## src/rtl/pf_pkg.sv

```systemverilog
package pf_pkg;

  localparam int unsigned PF_VECTOR    = 14;
  localparam int unsigned BIT_RIGHTS   = 0;
  localparam int unsigned BIT_WRITE    = 1;
  localparam int unsigned BIT_USER     = 2;

  typedef enum logic [1:0] {
    PF_KIND_NONE   = 2'd0,
    PF_KIND_ABSENT = 2'd1,
    PF_KIND_RIGHTS = 2'd2
  } pf_kind_e;

  // Presence wins over rights; paging off means no fault at all.
  function automatic pf_kind_e pf_classify(input logic pg_en,
                                           input logic any_absent,
                                           input logic any_deny);
    if (!pg_en)          return PF_KIND_NONE;
    else if (any_absent) return PF_KIND_ABSENT;
    else if (any_deny)   return PF_KIND_RIGHTS;
    else                 return PF_KIND_NONE;
  endfunction

  // Builds the low three fields of the error code.
  function automatic logic [2:0] pf_code_fields(input pf_kind_e kind,
                                                input logic is_user,
                                                input logic is_write);
    logic [2:0] f;
    f = '0;
    f[BIT_RIGHTS] = (kind == PF_KIND_RIGHTS);
    f[BIT_WRITE]  = is_write;
    f[BIT_USER]   = is_user;
    return f;
  endfunction

endpackage

```

## src/rtl/pf_level_check.sv

```systemverilog
module pf_level_check #(
  parameter int unsigned LEVELS = 2
) (
  input  logic [LEVELS-1:0] present_i,
  input  logic [LEVELS-1:0] user_ok_i,
  input  logic [LEVELS-1:0] write_ok_i,
  input  logic              user_mode_i,
  input  logic              write_acc_i,
  output logic              any_absent_o,
  output logic              any_deny_o
);

  logic [LEVELS-1:0] absent_lvl;
  logic [LEVELS-1:0] deny_lvl;

  for (genvar g = 0; g < LEVELS; g++) begin : g_lvl
    assign absent_lvl[g] = ~present_i[g];
    // Supervisor accesses bypass the rights check at every level.
    assign deny_lvl[g]   = user_mode_i &
                           (~user_ok_i[g] | (write_acc_i & ~write_ok_i[g]));
  end

  assign any_absent_o = |absent_lvl;
  assign any_deny_o   = |deny_lvl;

endmodule

```

## src/rtl/pf_code_build.sv

```systemverilog
module pf_code_build #(
  parameter int unsigned CODE_W = 32
) (
  input  logic              pg_en_i,
  input  logic              any_absent_i,
  input  logic              any_deny_i,
  input  logic              user_mode_i,
  input  logic              write_acc_i,
  output logic              is_fault_o,
  output logic [CODE_W-1:0] code_o
);
  import pf_pkg::*;

  localparam int unsigned FIELD_W = 3;

  pf_kind_e kind;

  always_comb begin
    kind       = pf_classify(pg_en_i, any_absent_i, any_deny_i);
    is_fault_o = (kind != PF_KIND_NONE);
    code_o     = '0;
    code_o[FIELD_W-1:0] = pf_code_fields(kind, user_mode_i, write_acc_i);
  end

endmodule

```

## src/rtl/pf_fault_unit.sv

```systemverilog
module pf_fault_unit #(
  parameter int unsigned ADDR_W = 32,
  parameter int unsigned CODE_W = 32,
  parameter int unsigned LEVELS = 2,
  parameter int unsigned VEC_W  = 8
) (
  input  logic              clk,
  input  logic              rst_n,
  input  logic              req_i,
  input  logic              pg_en_i,
  input  logic [ADDR_W-1:0] lin_addr_i,
  input  logic [LEVELS-1:0] ent_present_i,
  input  logic [LEVELS-1:0] ent_user_i,
  input  logic [LEVELS-1:0] ent_write_i,
  input  logic              user_mode_i,
  input  logic              write_acc_i,
  output logic              fault_o,
  output logic [CODE_W-1:0] err_code_o,
  output logic [ADDR_W-1:0] fault_addr_o,
  output logic [VEC_W-1:0]  vector_o
);
  import pf_pkg::*;

  localparam logic [VEC_W-1:0] VEC_VAL = VEC_W'(PF_VECTOR);

  // Named internal events
  logic              any_absent;
  logic              any_deny;
  logic              is_fault;
  logic [CODE_W-1:0] next_code;
  logic              flt_capture;

  pf_level_check #(.LEVELS(LEVELS)) i_lvl (
    .present_i    (ent_present_i),
    .user_ok_i    (ent_user_i),
    .write_ok_i   (ent_write_i),
    .user_mode_i  (user_mode_i),
    .write_acc_i  (write_acc_i),
    .any_absent_o (any_absent),
    .any_deny_o   (any_deny)
  );

  pf_code_build #(.CODE_W(CODE_W)) i_code (
    .pg_en_i      (pg_en_i),
    .any_absent_i (any_absent),
    .any_deny_i   (any_deny),
    .user_mode_i  (user_mode_i),
    .write_acc_i  (write_acc_i),
    .is_fault_o   (is_fault),
    .code_o       (next_code)
  );

  assign flt_capture = req_i & is_fault;

  always_ff @(posedge clk or negedge rst_n) begin
    if (!rst_n) begin
      fault_o      <= 1'b0;
      err_code_o   <= '0;
      fault_addr_o <= '0;
    end else begin
      fault_o <= flt_capture;
      if (flt_capture) begin
        err_code_o   <= next_code;
        fault_addr_o <= lin_addr_i;
      end
    end
  end

  assign vector_o = fault_o ? VEC_VAL : '0;

  // paging disabled means no fault on the following cycle
  assert_no_fault_unpaged_R2: assert property (@(posedge clk) disable iff (!rst_n)
    (req_i && !pg_en_i) |=> !fault_o);

  // an absent entry gives a fault coded as not-present
  assert_absent_code_R7: assert property (@(posedge clk) disable iff (!rst_n)
    (req_i && pg_en_i && !(&ent_present_i)) |=> (fault_o && !err_code_o[BIT_RIGHTS]));

  // supervisor access to a fully present entry never faults
  assert_sup_no_rights_R6: assert property (@(posedge clk) disable iff (!rst_n)
    (req_i && !user_mode_i && (&ent_present_i)) |=> !fault_o);

  // upper error-code bits stay clear
  assert_code_upper_zero_R8: assert property (@(posedge clk) disable iff (!rst_n)
    err_code_o[CODE_W-1:3] == '0);

  // fault address holds when nothing faults
  assert_addr_hold_R9: assert property (@(posedge clk) disable iff (!rst_n)
    !flt_capture |=> $stable(fault_addr_o));

  // no fault pulse without a preceding strobe
  assert_no_spurious_R10: assert property (@(posedge clk) disable iff (!rst_n)
    !req_i |=> !fault_o);

  // vector reads 14 during the pulse
  assert_vector_val_R10: assert property (@(posedge clk) disable iff (!rst_n)
    fault_o |-> (vector_o == VEC_VAL));

endmodule

```

## config.mk

```make
export PLATFORM = sky130hd
export DESIGN_NAME = pf_fault_unit
export DESIGN_NICKNAME = d
export VERILOG_FILES = /design/src/rtl/pf_pkg.sv /design/src/rtl/pf_level_check.sv /design/src/rtl/pf_code_build.sv /design/src/rtl/pf_fault_unit.sv
export SDC_FILE = /design/constraint.sdc
export NUM_CORES = 1
export LEC_CHECK = 0
export BUFFER_PORTS_ARGS = -buffer_cell sky130_fd_sc_hd__clkbuf_2
export CAP_MARGIN = 20
export CORE_ASPECT_RATIO = 0.7
export CORE_UTILIZATION = 41
export CTS_CLUSTER_SIZE = 16
export DETAILED_ROUTE_END_ITERATION = 7
export PLACE_DENSITY = 0.79
export SYNTH_ARGS = -nofsm -noshare
export SYNTH_HDL_FRONTEND = slang
export SYNTH_SLANG_ARGS = --single-unit
```

## constraint.sdc

```tcl
create_clock -name clk -period 0.9 [get_ports clk]
set_clock_uncertainty 0.1 [all_clocks]
set_input_delay 0.18 -clock clk [delete_from_list [all_inputs] [get_ports clk]]
set_output_delay 0.18 -clock clk [all_outputs]
set_load 0.05 [all_outputs]
```

Yosys cells after proc, flatten, opt, wreduce, memory -nomap -nowiden:

Index checks and enable logic that the tools add are counted.

* bits in registers: 36
* bits of input ports: 44
* output and inout bits: 73
* logic and storage cells: 24

* eq/ne operators: 1
* multiplexer cells: 4
* bitwise logic cells: 13
* reductions and logical operators: 3

Operator list (number)
* 2-to-1 mux 2 bit: 3
* inverter 1 bit: 6
* bitwise AND 1 bit: 5
* 2-to-1 mux 4 bit: 1
* OR reduction 2 bit: 2
* == test 2 bit, second input constant: 1
* bitwise OR 1 bit: 2
* nonzero test 2 bit: 1

Depth between registers and ports, before layout:

Gate-level depths: netlist of run 1.

* depth after elaboration: 10
* gate-level depth with buffers: 4
* depth with buffers taken out: 3

By module:

From an unflattened synthesis of run 1, not the netlist that was laid out.

* cell total of the unflattened synthesis: 185
* area total of the unflattened synthesis: 2950.3 um2

Modules (own cells, without submodules)
* pf_fault_unit: instances 1, cells each 147, area each 2675.1 um2
* pf_code_build: instances 1, cells each 34, area each 252.7 um2
* pf_level_check: instances 1, cells each 4, area each 22.5 um2

Worst setup path after synthesis of run 1:

No wires, ideal clock.

* path type: input -> register
* start point: input port ent_present_i[0]
* end point: register err_code_o[1]
* setup time: 0.125 ns
* arrival time: 1.137 ns
* required time: 0.675 ns
* setup slack: -0.461 ns
* cell stages on the path: 4
* cell sequence: nand4_1 > o221ai_4 > buf_6 > mux2_2

* longest elaborated chain between the ends: 6

Ends and longest elaborated chain
* start, declared: line pf_fault_unit.sv:12 `input logic [LEVELS-1:0] ent_present_i,`
* inverter 1 bit: line pf_level_check.sv:17 `assign absent_lvl[g] = ~present_i[g];`
* OR reduction 2 bit: line pf_level_check.sv:23 `assign any_absent_o = |absent_lvl;`
* 2-to-1 mux 2 bit: line pf_pkg.sv:19 `else if (any_absent) return PF_KIND_ABSENT;`
* 2-to-1 mux 2 bit: line pf_pkg.sv:18 `if (!pg_en) return PF_KIND_NONE;`
* nonzero test 2 bit: line pf_code_build.sv:20 `is_fault_o = (kind != PF_KIND_NONE);`
* bitwise AND 1 bit: line pf_fault_unit.sv:53 `assign flt_capture = req_i & is_fault;`
* end signal, assigned: line pf_fault_unit.sv:63 `err_code_o <= next_code;`
* end, declared: line pf_fault_unit.sv:18 `output logic [CODE_W-1:0] err_code_o,`

Every way passes these cells.
A chain may end at the register's enable or synchronous reset.

Final worst setup path of run 1:

* start point: input port ent_user_i[0]
* end point: register fault_addr_o[2]

* longest elaborated chain between the ends: 9

Ends and longest elaborated chain
* start, declared: line pf_fault_unit.sv:13 `input logic [LEVELS-1:0] ent_user_i,`
* inverter 1 bit: line pf_level_check.sv:20 `(~user_ok_i[g] | (write_acc_i & ~write_ok_i[g]));`
* bitwise OR 1 bit: line pf_level_check.sv:20
* bitwise AND 1 bit: line pf_level_check.sv:19 `assign deny_lvl[g] = user_mode_i &`
* OR reduction 2 bit: line pf_level_check.sv:24 `assign any_deny_o = |deny_lvl;`
* 2-to-1 mux 2 bit: line pf_pkg.sv:20 `else if (any_deny) return PF_KIND_RIGHTS;`
* 2-to-1 mux 2 bit: line pf_pkg.sv:19
* 2-to-1 mux 2 bit: line pf_pkg.sv:18
* nonzero test 2 bit: line pf_code_build.sv:20
* bitwise AND 1 bit: line pf_fault_unit.sv:53
* end signal, assigned: line pf_fault_unit.sv:64 `fault_addr_o <= lin_addr_i;`
* end, declared: line pf_fault_unit.sv:19 `output logic [ADDR_W-1:0] fault_addr_o,`

Every way passes these cells.

==> metrics, run 1 <==
outcome finished, violations left; failing checks negative setup slack; initial antenna violation count 0; FF-to-FF setup slack -240 ps; Gate Count Post-Synth around 120; post-synthesis sequential area ratio 0.533; Clock Pin Slew Worst Setup and Hold Paths ~70 ps; Post-synth EDFFs 0; Pleak 0.00157 uW; filler cell count 252; WL/cell 14.8 um; placer congestion estimate between 0.7 and 0.8; max frequency slightly above 0.8 GHz; Clock Path Buffers 2; CTS tree done; CP Buf/Inv Count 3; first-pass GRT wire length approximately 5600 um; CTS HTree Levels 2; CP max FO 6; fin area 0.00291 sq mm; initial drt markers 36; CP max-delay cell mux2_4; final setup margin -324 ps; DRC Markers 0; Cell variety after synth 15; Hold Vio Cnt, Final 0; Routed WL ~4200 um; grt total ovfl 0; CP max stage delay approximately 300 ps; power per cell area ~2200 mW/mm^2; I/O Pins roughly 120; share of cells above drive strength 1 0.665; flops & latches, synth 36; hpwl dp about 2200 um; worst skew pair latency between 200 and 300 ps; vias in the first global route about 1300; crit-path most repeated cell buf_6; initial core utilization 0.431; first-pass iteration count of the detailed router 6; Routed Antenna Nets 0; largest cells by area after synthesis dfrtp_1 (53%), mux2_2 (22%), buf_4 (16%), buf_6 (2.0%), o221ai_4 (1.6%); Setup CP Type in -> reg; multi-input logic area 728 sq um; Via Count between 1000 and 1500; Die Ht roughly 56 um; asr flop ratio synth 1.00; dpl cell area 0.00209 sq mm; Setup WS pre-CTS -582 ps; average size of a mapped cell between 10 and 15 sq um; Area growth, synth to finish 72.4%; Hold Path Class in -> reg; FP Rows 19; Critical Path Start Type input port; largest net degree at the start of global routing 37; Die W a little under 80 um; CP cell instances buf_6 > nand4_1 > o221ai_4 > buf_6 > clkbuf_16 > mux2_4; antenna cells 0; ys flop type dfrtp_1; Tot Pwr approximately 6500 uW; Period Utilization, post-route 1.36; Max Cap Violations 0; post-synth top area cell dfrtp_1; Peak VDD IR 1.74 mV; Num Clock Sinks 36; Via density approximately 4.4; Core Region 0.00392 sq mm; Final min period between 1000 and 1500 ps; unrepaired setup endpoints after global routing true; nets@finish roughly 280; Die ar. 0.00438 sq mm; post-synth top area share 0.533; Synth Cell Area ~0.0017 sq mm; critical path arrival about 1300 ps; CTS Buf Count 5; final hold slack ~23 ps; synth warn 0; CTS root buffer clkbuf_8; Critical Path RT ~970 ps; endpoints failing setup 73; cell family with most CP delay buffers and inverters; fin. max-slew vios 0; Reg area around 900 sq um; Overall Global Routing Usage 0.171; Port Buffer Count 82; most frequent cells after synthesis buf_4 (37), dfrtp_1 (36), mux2_2 (33), buf_6 (3), nand2_1 (3); type of element capturing the critical path register; top-count cell post-synth buf_4
[per-layer routing]
metal | vias up | global-route usage | wire [um]
met5 | - | 0 | 0
met4 | 0 | 0.0635 | 38
met3 | 5 | 0.0836 | 379
met2 | 69 | 0.306 | 2230
met1 | 608 | 0.171 | 1580
li1 | 558 | - | -
[path summary, 6_finish.rpt]
| path | cells past startpoint | start | end |
|---|---|---|---|
| max | 6 | ent_user_i[0] | fault_addr_o[2] |
| min | 2 | lin_addr_i[31] | fault_addr_o[31] |
| max reg2reg | 3 | fault_addr_o[24] | fault_addr_o[24] |
| min reg2reg | 1 | err_code_o[0] | err_code_o[0] |
| max in group asynchronous | 3 | rst_n | err_code_o[2] |
| min in group asynchronous | 3 | rst_n | fault_addr_o[25] |
[power breakdown]
part           switching [uW]  internal (uW)
sequential                281           1900
clock                     543            526
combinational            1760           1460
[state kept, by name (all words and copies together) (netlist names)]
name and cells:
err_code_o 3, fault_addr_o 32, fault_o 1
[cell type report]
class,count,share of cell area
inverter,1,0.00129
tap,52,0.0223
timing repair buffer,110,0.389
clock buffer,6,0.0249
clock inverter,1,0.00172
multi-input combinational,79,0.250
sequential,36,0.311
[worst reg2reg max path: cells and delay by family (launching register included)]
kind / cells / cell delay [ps]
buf+inv: 2 / 270
flops: 1 / 400
mux: 1 / 250
[layout by cell type (no fill, tap or decap), types with 2 or more instances in the layout]
cell type / instances
dfrtp_2: 3
buf_4: 18
buf_8: 38
buf_12: 2
nand2_1: 3
mux2_4: 33
clkbuf_8: 7
conb_1: 34
buf_6: 7
o21a_1: 2
clkbuf_2: 39
clkbuf_16: 3
dfrtp_1: 33
[cells by family (layout without fill, tap and decap cells)]
group | Yosys count | count (layout) | share of synthesized area
flip-flops | 36 | 36 | 0.533
AND/OR/NAND/NOR | 6 | 6 | 0.0178
buffers and inverters | 41 | 118 | 0.187
other | 1 | 34 | 0.00222
multiplexers | 33 | 33 | 0.220
AO/OA/AOI/OAI | 6 | 6 | 0.0400
[metrics by stage]
stage / util / setup TNS, ps / std cells
after floorplan: - / -14030 / 156
after global placement: 0.532 / -18150 / 254
after detailed placement: 0.532 / -18710 / 254
after CTS: 0.649 / -17610 / 265
after global routing: 0.742 / -21780 / 285
final: 0.742 / -19040 / 285
[timing repair]
item | CTS | global route
hold buffers | 1 | 0
setup buffers | 3 | 16
gates resized for setup | 80 | 65
endpoints found under the setup margin | 72 | 72
pin swaps | 0 | 2
cloned | 0 | 4
endpoints found under the hold margin | 36 | 0
Note: power is estimated with default switching activity, not from simulation.
==> run 2, diff against run 1 <==
==> constraint.sdc (replaced) <==
create_clock -name clk -period 0.9 [get_ports clk]
set_clock_uncertainty 0.1 [all_clocks]
set_input_delay 0 -clock clk [delete_from_list [all_inputs] [get_ports clk]]
set_output_delay 0 -clock clk [all_outputs]
set_load 0.05 [all_outputs]
==> metrics, run 2 (synthesized netlist as in run 1, its figures left out) <==
Critical R2R Launch fault_addr_o[1]; Core Region 0.00392 sq mm (unchanged); Tot Pwr 6530 uW (+0.78%); CP cell instances buf_6 > nand4_1 > o221ai_4 > buf_12 > clkbuf_16 > mux2_4; hpwl dp 2240 um (+4.1%); initial antenna violation count 0 (unchanged); placer congestion estimate 0.726 (about the same); first-pass iteration count of the detailed router 4 (-2); share of cells above drive strength 1 0.572 (-0.0932); final hold slack -35.9 ps (-59.0 ps); hold endpoint err_code_o[1]; grt total ovfl 0 (unchanged); largest net degree at the start of global routing 37 (unchanged); Period Utilization, post-route 1.18 (-0.178); vias in the first global route 1356 (+7.8%); met1 Use GR 0.211 (+0.0401); Clock Pin Slew Worst Setup and Hold Paths 70 ps (about the same); CTS HTree Levels 2 (unchanged); initial drt markers 28 (-22%); endpoints failing setup 72 (-1.4%); Via density 4.32 (-0.68%); initial core utilization 0.431 (unchanged); Sw Share 0.399 (about the same); worst flop-to-flop path endpoint fault_addr_o[1]; Die Ht 55.7 um (unchanged); Num Clock Sinks 36 (unchanged); CP max stage delay 310 ps (about the same); Logic pwr share 0.482 (-0.016); dpl cell area 0.00211 sq mm (+0.96%); crit path launch ent_user_i[0]; CP max FO 7 (+1); CTS Buf Count 5 (unchanged); max frequency 0.940 GHz (+15%); critical path arrival 1130 ps (-160 ps); nets@finish 293 (+5.8%); Critical Path Start Type input port; Peak VDD IR 1.46 mV (-16%); Setup CP Type in -> reg; met3 GRT Util 0.0754 (-0.00820); grt peak-use layer met2; FF-to-FF setup slack -20 ps (+220 ps); Via Count 1305 (+5.2%); Pleak 0.00162 uW (+3.5%); antenna cells 0 (unchanged); I/O Pins 117 (unchanged); post-layout util 0.797 (+0.0549); max reg flops 32 (unchanged); Overall Global Routing Usage 0.200 (+0.0290); Largest regs fault_addr_o x32, err_code_o x3, fault_o x1; FP Rows 19 (unchanged); largest reg by FF count fault_addr_o; Port Buffer Count 82 (unchanged); Routed WL 4660 um (+10%); first-pass GRT wire length 6500 um (+16%); most frequent cells in the layout clkbuf_2 (39), buf_8 (36), conb_1 (34); Routed Antenna Nets 0 (unchanged); Max Cap Violations 0 (unchanged); fin. max-slew vios 0 (unchanged); failing checks negative hold slack, negative setup slack; fin area 0.00313 sq mm (+7.4%); CP max-delay cell mux2_4; Placed Cells 256 (+0.79%); CTS tree done; type of element capturing the critical path register; Critical Path RT 960 ps (about the same); M2 GR Usage 0.366 (+0.0609); Clock Path Buffers 2 (unchanged); hold_buf cts 33 (+32); Hold Path Class in -> reg; outcome finished, violations left; WHS Path Cells 3 (+1); fin cells 302 (+6.0%); DRC Markers 0 (unchanged); Die W 78.7 um (unchanged); Switch Pwr 2600 uW (+0.69%); FF-to-FF path depth 1 (-2); unrepaired setup endpoints after global routing true; sequential share of power 0.336 (about the same); power per cell area 2090 mW/mm^2 (-6.2%); Die ar. 0.00438 sq mm (unchanged); Area growth, synth to finish 85.1%; WL/cell 15.4 um (+4.0%); Hold Vio Cnt, Final 1 (+1); CTS root buffer clkbuf_8; min-delay src write_acc_i; commonest non-fill, non-tap cell in the layout clkbuf_2; Internal Power 3930 uW (+0.85%); final setup margin -164 ps (+160 ps); Final min period 1060 ps (-160 ps); worst skew pair latency 270 ps (about the same); clock share of power 0.182 (+0.017)
-- run 2: layer usage --
| metal | wire length, um | vias to the layer above |
|---|---|---|
| met3 | 390 | 2 |
| met1 | 1770 | 632 |
| met2 | 2480 | 77 |
| met4 | 16 | 0 |
| met5 | 0 | - |
| li1 | - | 594 |
-- run 2: area by class of cell --
cell class                 instances  area (sq um)
clock inverter                     1          7.51
multi-input combinational         79           728
sequential                        36           910
fill                             206           796
clock buffer                       7          86.3
inverter                           1          3.75
timing repair buffer             126          1330
tap                               52          65.1
-- run 2: power groups by stage --
stage | sequential (uW) | clock [uW] | combinational [uW]
after floorplan | 3080 | 0 | 853
after global placement | 2080 | 0 | 2210
after detailed placement | 2080 | 0 | 2230
after CTS | 2100 | 1210 | 2800
after global routing | 2230 | 1300 | 3250
final | 2200 | 1190 | 3150
-- run 2: worst max-delay path, delay by kind of cell --
kind | cells | cell delay [ps]
buffers and inverters | 3 | 400
AOI/OAI and AO/OA | 1 | 240
and+or+nand+nor | 1 | 170
muxes | 1 | 310
-- run 2: worst max-delay path by stage --
| stage | to | cells after the start |
|---|---|---|
| 6_report | fault_addr_o[1] | 6 |
| 5_1_grt | fault_addr_o[1] | 6 |
| 4_1_cts | fault_o | 1 |
| 3_5_place_dp | fault_addr_o[18] | 5 |
| 3_3_place_gp | fault_addr_o[11] | 5 |
| 2_1_floorplan | err_code_o[1] | 4 |
-- run 2: what timing repair did --
action | 4_1_cts | 5_1_grt
setup buffers | 0 | 2
pin swaps | 0 | 2
cloned | 0 | 3
resized for setup | 79 | 63
endpoints found under the hold margin | 70 | 1
setup endpoints to repair | 71 | 72
-- run 2: stage by stage --
| stage | TNS (ps) | setup WS, ps | hold slack [ps] |
|---|---|---|---|
| after floorplan | -7580 | -249 | -396 |
| after global placement | -11270 | -362 | -122 |
| after detailed placement | -12030 | -396 | -117 |
| after CTS | -5030 | -112 | -57.5 |
| after global routing | -8390 | -176 | -42.3 |
| final | -6610 | -164 | -35.9 |
==> run 3, diff against run 2 <==
==> constraint.sdc (replaced) <==
create_clock -name clk -period 1.1 [get_ports clk]
set_clock_uncertainty 0.1 [all_clocks]
set_input_delay 0 -clock clk [delete_from_list [all_inputs] [get_ports clk]]
set_output_delay 0 -clock clk [all_outputs]
set_load 0.05 [all_outputs]
==> metrics, run 3 (synthesized netlist as in run 1, its figures left out) <==
final setup margin 49.4 ps (+213 ps); outcome finished, final reports clean; max frequency approximately 0.95 GHz; fin. max-slew vios 0 (unchanged); Die Ht 55.7 um (unchanged); Port Buffer Count 82 (unchanged); Peak VDD IR 1.21 mV (-17%); Logic pwr share 0.405 (-0.077); WP depth 1 (-5); hpwl dp 2140 um (-4.6%); post-layout util 0.648 (-0.149); Internal Power 2770 uW (-29%); initial drt markers 20 (-29%); Routed WL 3490 um (-25%); largest reg by FF count fault_addr_o; worst skew pair latency 280 ps (about the same); Setup WS pre-CTS -199 ps (+196 ps); Die ar. 0.00438 sq mm (unchanged); Setup CP Type reg -> out; Via density 4.24 (-1.8%); CTS root buffer clkbuf_8; filler cell count 285 (+38%); FF-to-FF path depth 1 (unchanged); initial antenna violation count 0 (unchanged); Tot Pwr 4740 uW (-27%); endpoints failing setup 0 (-100%); Clock Pin Slew Worst Setup and Hold Paths 70 ps (about the same); max reg flops 32 (unchanged); worst flop-to-flop path endpoint fault_addr_o[15]; first-pass GRT wire length 5910 um (-9.0%); end point of the critical path fault_addr_o[16]; Core Region 0.00392 sq mm (unchanged); largest net degree at the start of global routing 37 (unchanged); share of cells above drive strength 1 0.527 (-0.0455); Largest regs fault_addr_o x32, err_code_o x3, fault_o x1; grt peak-use layer met2; Critical Path RT 1000 ps (+40 ps); DRC Markers 0 (unchanged); M2 GR Usage 0.302 (-0.0646); Clock Path Buffers 2 (unchanged); FP Rows 19 (unchanged); met1 Use GR 0.208 (-0.00271); type of element capturing the critical path output pin; unrepaired setup endpoints after global routing false; cell family with most CP delay flip-flops; CP max stage delay 370 ps (+60 ps); fin area 0.00254 sq mm (-19%); sequential share of power 0.355 (+0.019); critical path arrival 950 ps (-180 ps); Switch Pwr 1960 uW (-25%); CTS tree done; CP cell instances clkbuf_2; clock share of power 0.239 (+0.057); CTS HTree Levels 2 (unchanged); initial core utilization 0.431 (unchanged); Max Cap Violations 0 (unchanged); power per cell area 1860 mW/mm^2 (-11%); Critical R2R Launch fault_addr_o[15]; Die W 78.7 um (unchanged); placer congestion estimate 0.691 (-4.8%); Critical Path Start Type register; final hold slack 19.7 ps (+55.5 ps); first-pass iteration count of the detailed router 4 (unchanged); Hold Vio Cnt, Final 0 (-1); Pleak 0.00135 uW (-17%); Routed Antenna Nets 0 (unchanged); WL/cell 11.8 um (-24%); antenna cells 0 (unchanged); Via Count 1260 (-3.4%); nets@finish 288 (-1.7%); CTS Buf Count 5 (unchanged); Num Clock Sinks 36 (unchanged); Sw Share 0.415 (+0.0162); met3 GRT Util 0.0639 (-0.0115); Period Utilization, post-route 0.955; Overall Global Routing Usage 0.180 (-0.0205); CP max FO 2 (-5); vias in the first global route 1298 (-4.3%); grt total ovfl 0 (unchanged); Final min period between 1000 and 1500 ps; Post-CTS Setup Inserts 0 (unchanged); commonest non-fill, non-tap cell in the layout clkbuf_2; dpl cell area 0.00208 sq mm (-1.1%); CP max-delay cell dfrtp_1; CP Buf/Inv Count 1 (-2); I/O Pins 117 (unchanged); Hold Path Class in -> reg; Area growth, synth to finish 50.5%; most frequent cells in the layout clkbuf_2 (80), dfrtp_1 (36), dlygate4sd3_1 (35); FF-to-FF setup slack 210 ps (+230 ps); crit path launch fault_addr_o[16]
-- run 3: changes by cell type in the layout (fill, tap and decap cells not counted), sizes merged --
cell and change:
buf -42, clkbuf +34, dlygate4sd3 +2, bufinv +1, clkinv +1, clkinvlp -1
-- run 3: timing repair --
action                     in CTS  in global routing
resized for setup               0                  2
hold endpoints to repair       70                  0
hold buffers                   35                  0
setup endpoints to repair       0                  5
-- run 3: metrics by stage --
| stage | std cells | TNS (ps) |
|---|---|---|
| floorplan | 156 | -1330 |
| CTS | 297 | 0 |
| detailed placement | 254 | -5440 |
| global placement | 254 | -5070 |
| finish | 297 | 0 |
| global route | 297 | 0 |
-- run 3: power by group through the flow --
stage	sequential, uW	combinational [uW]	clock (uW)
6_report	1680	1920	1130
5_1_grt	1710	2000	1250
4_1_cts	1680	1920	1170
3_5_place_dp	1700	1820	0
3_3_place_gp	1690	1810	0
2_1_floorplan	2510	698	0
-- run 3: per-layer routing --
layer / vias up / wire [um]
met5: - / 0
met4: 0 / 42
met3: 5 / 318
met2: 76 / 1670
met1: 598 / 1460
li1: 581 / -
-- run 3: worst min-delay path by stage --
stage             startpoint               end  slack [ps]  depth (start not counted)
2_1_floorplan          rst_n     err_code_o[0]        -400                          0
3_3_place_gp           rst_n  fault_addr_o[18]         -40                          2
3_5_place_dp           rst_n  fault_addr_o[18]         -30                          2
4_1_cts        ent_user_i[1]     err_code_o[0]           2                          4
5_1_grt        ent_user_i[1]     err_code_o[0]          40                          4
6_report       ent_user_i[1]     err_code_o[0]          20                          4
-- run 3: cell type report --
class,count,area (sq um),area share
clock buffers,6,72.6,0.0285
clock inverters,2,35.0,0.0138
inverters,1,3.75,0.00148
multi-input cells,79,649,0.255
flip-flops and latches,36,901,0.354
well taps,52,65.1,0.0256
repair buffers,121,816,0.321
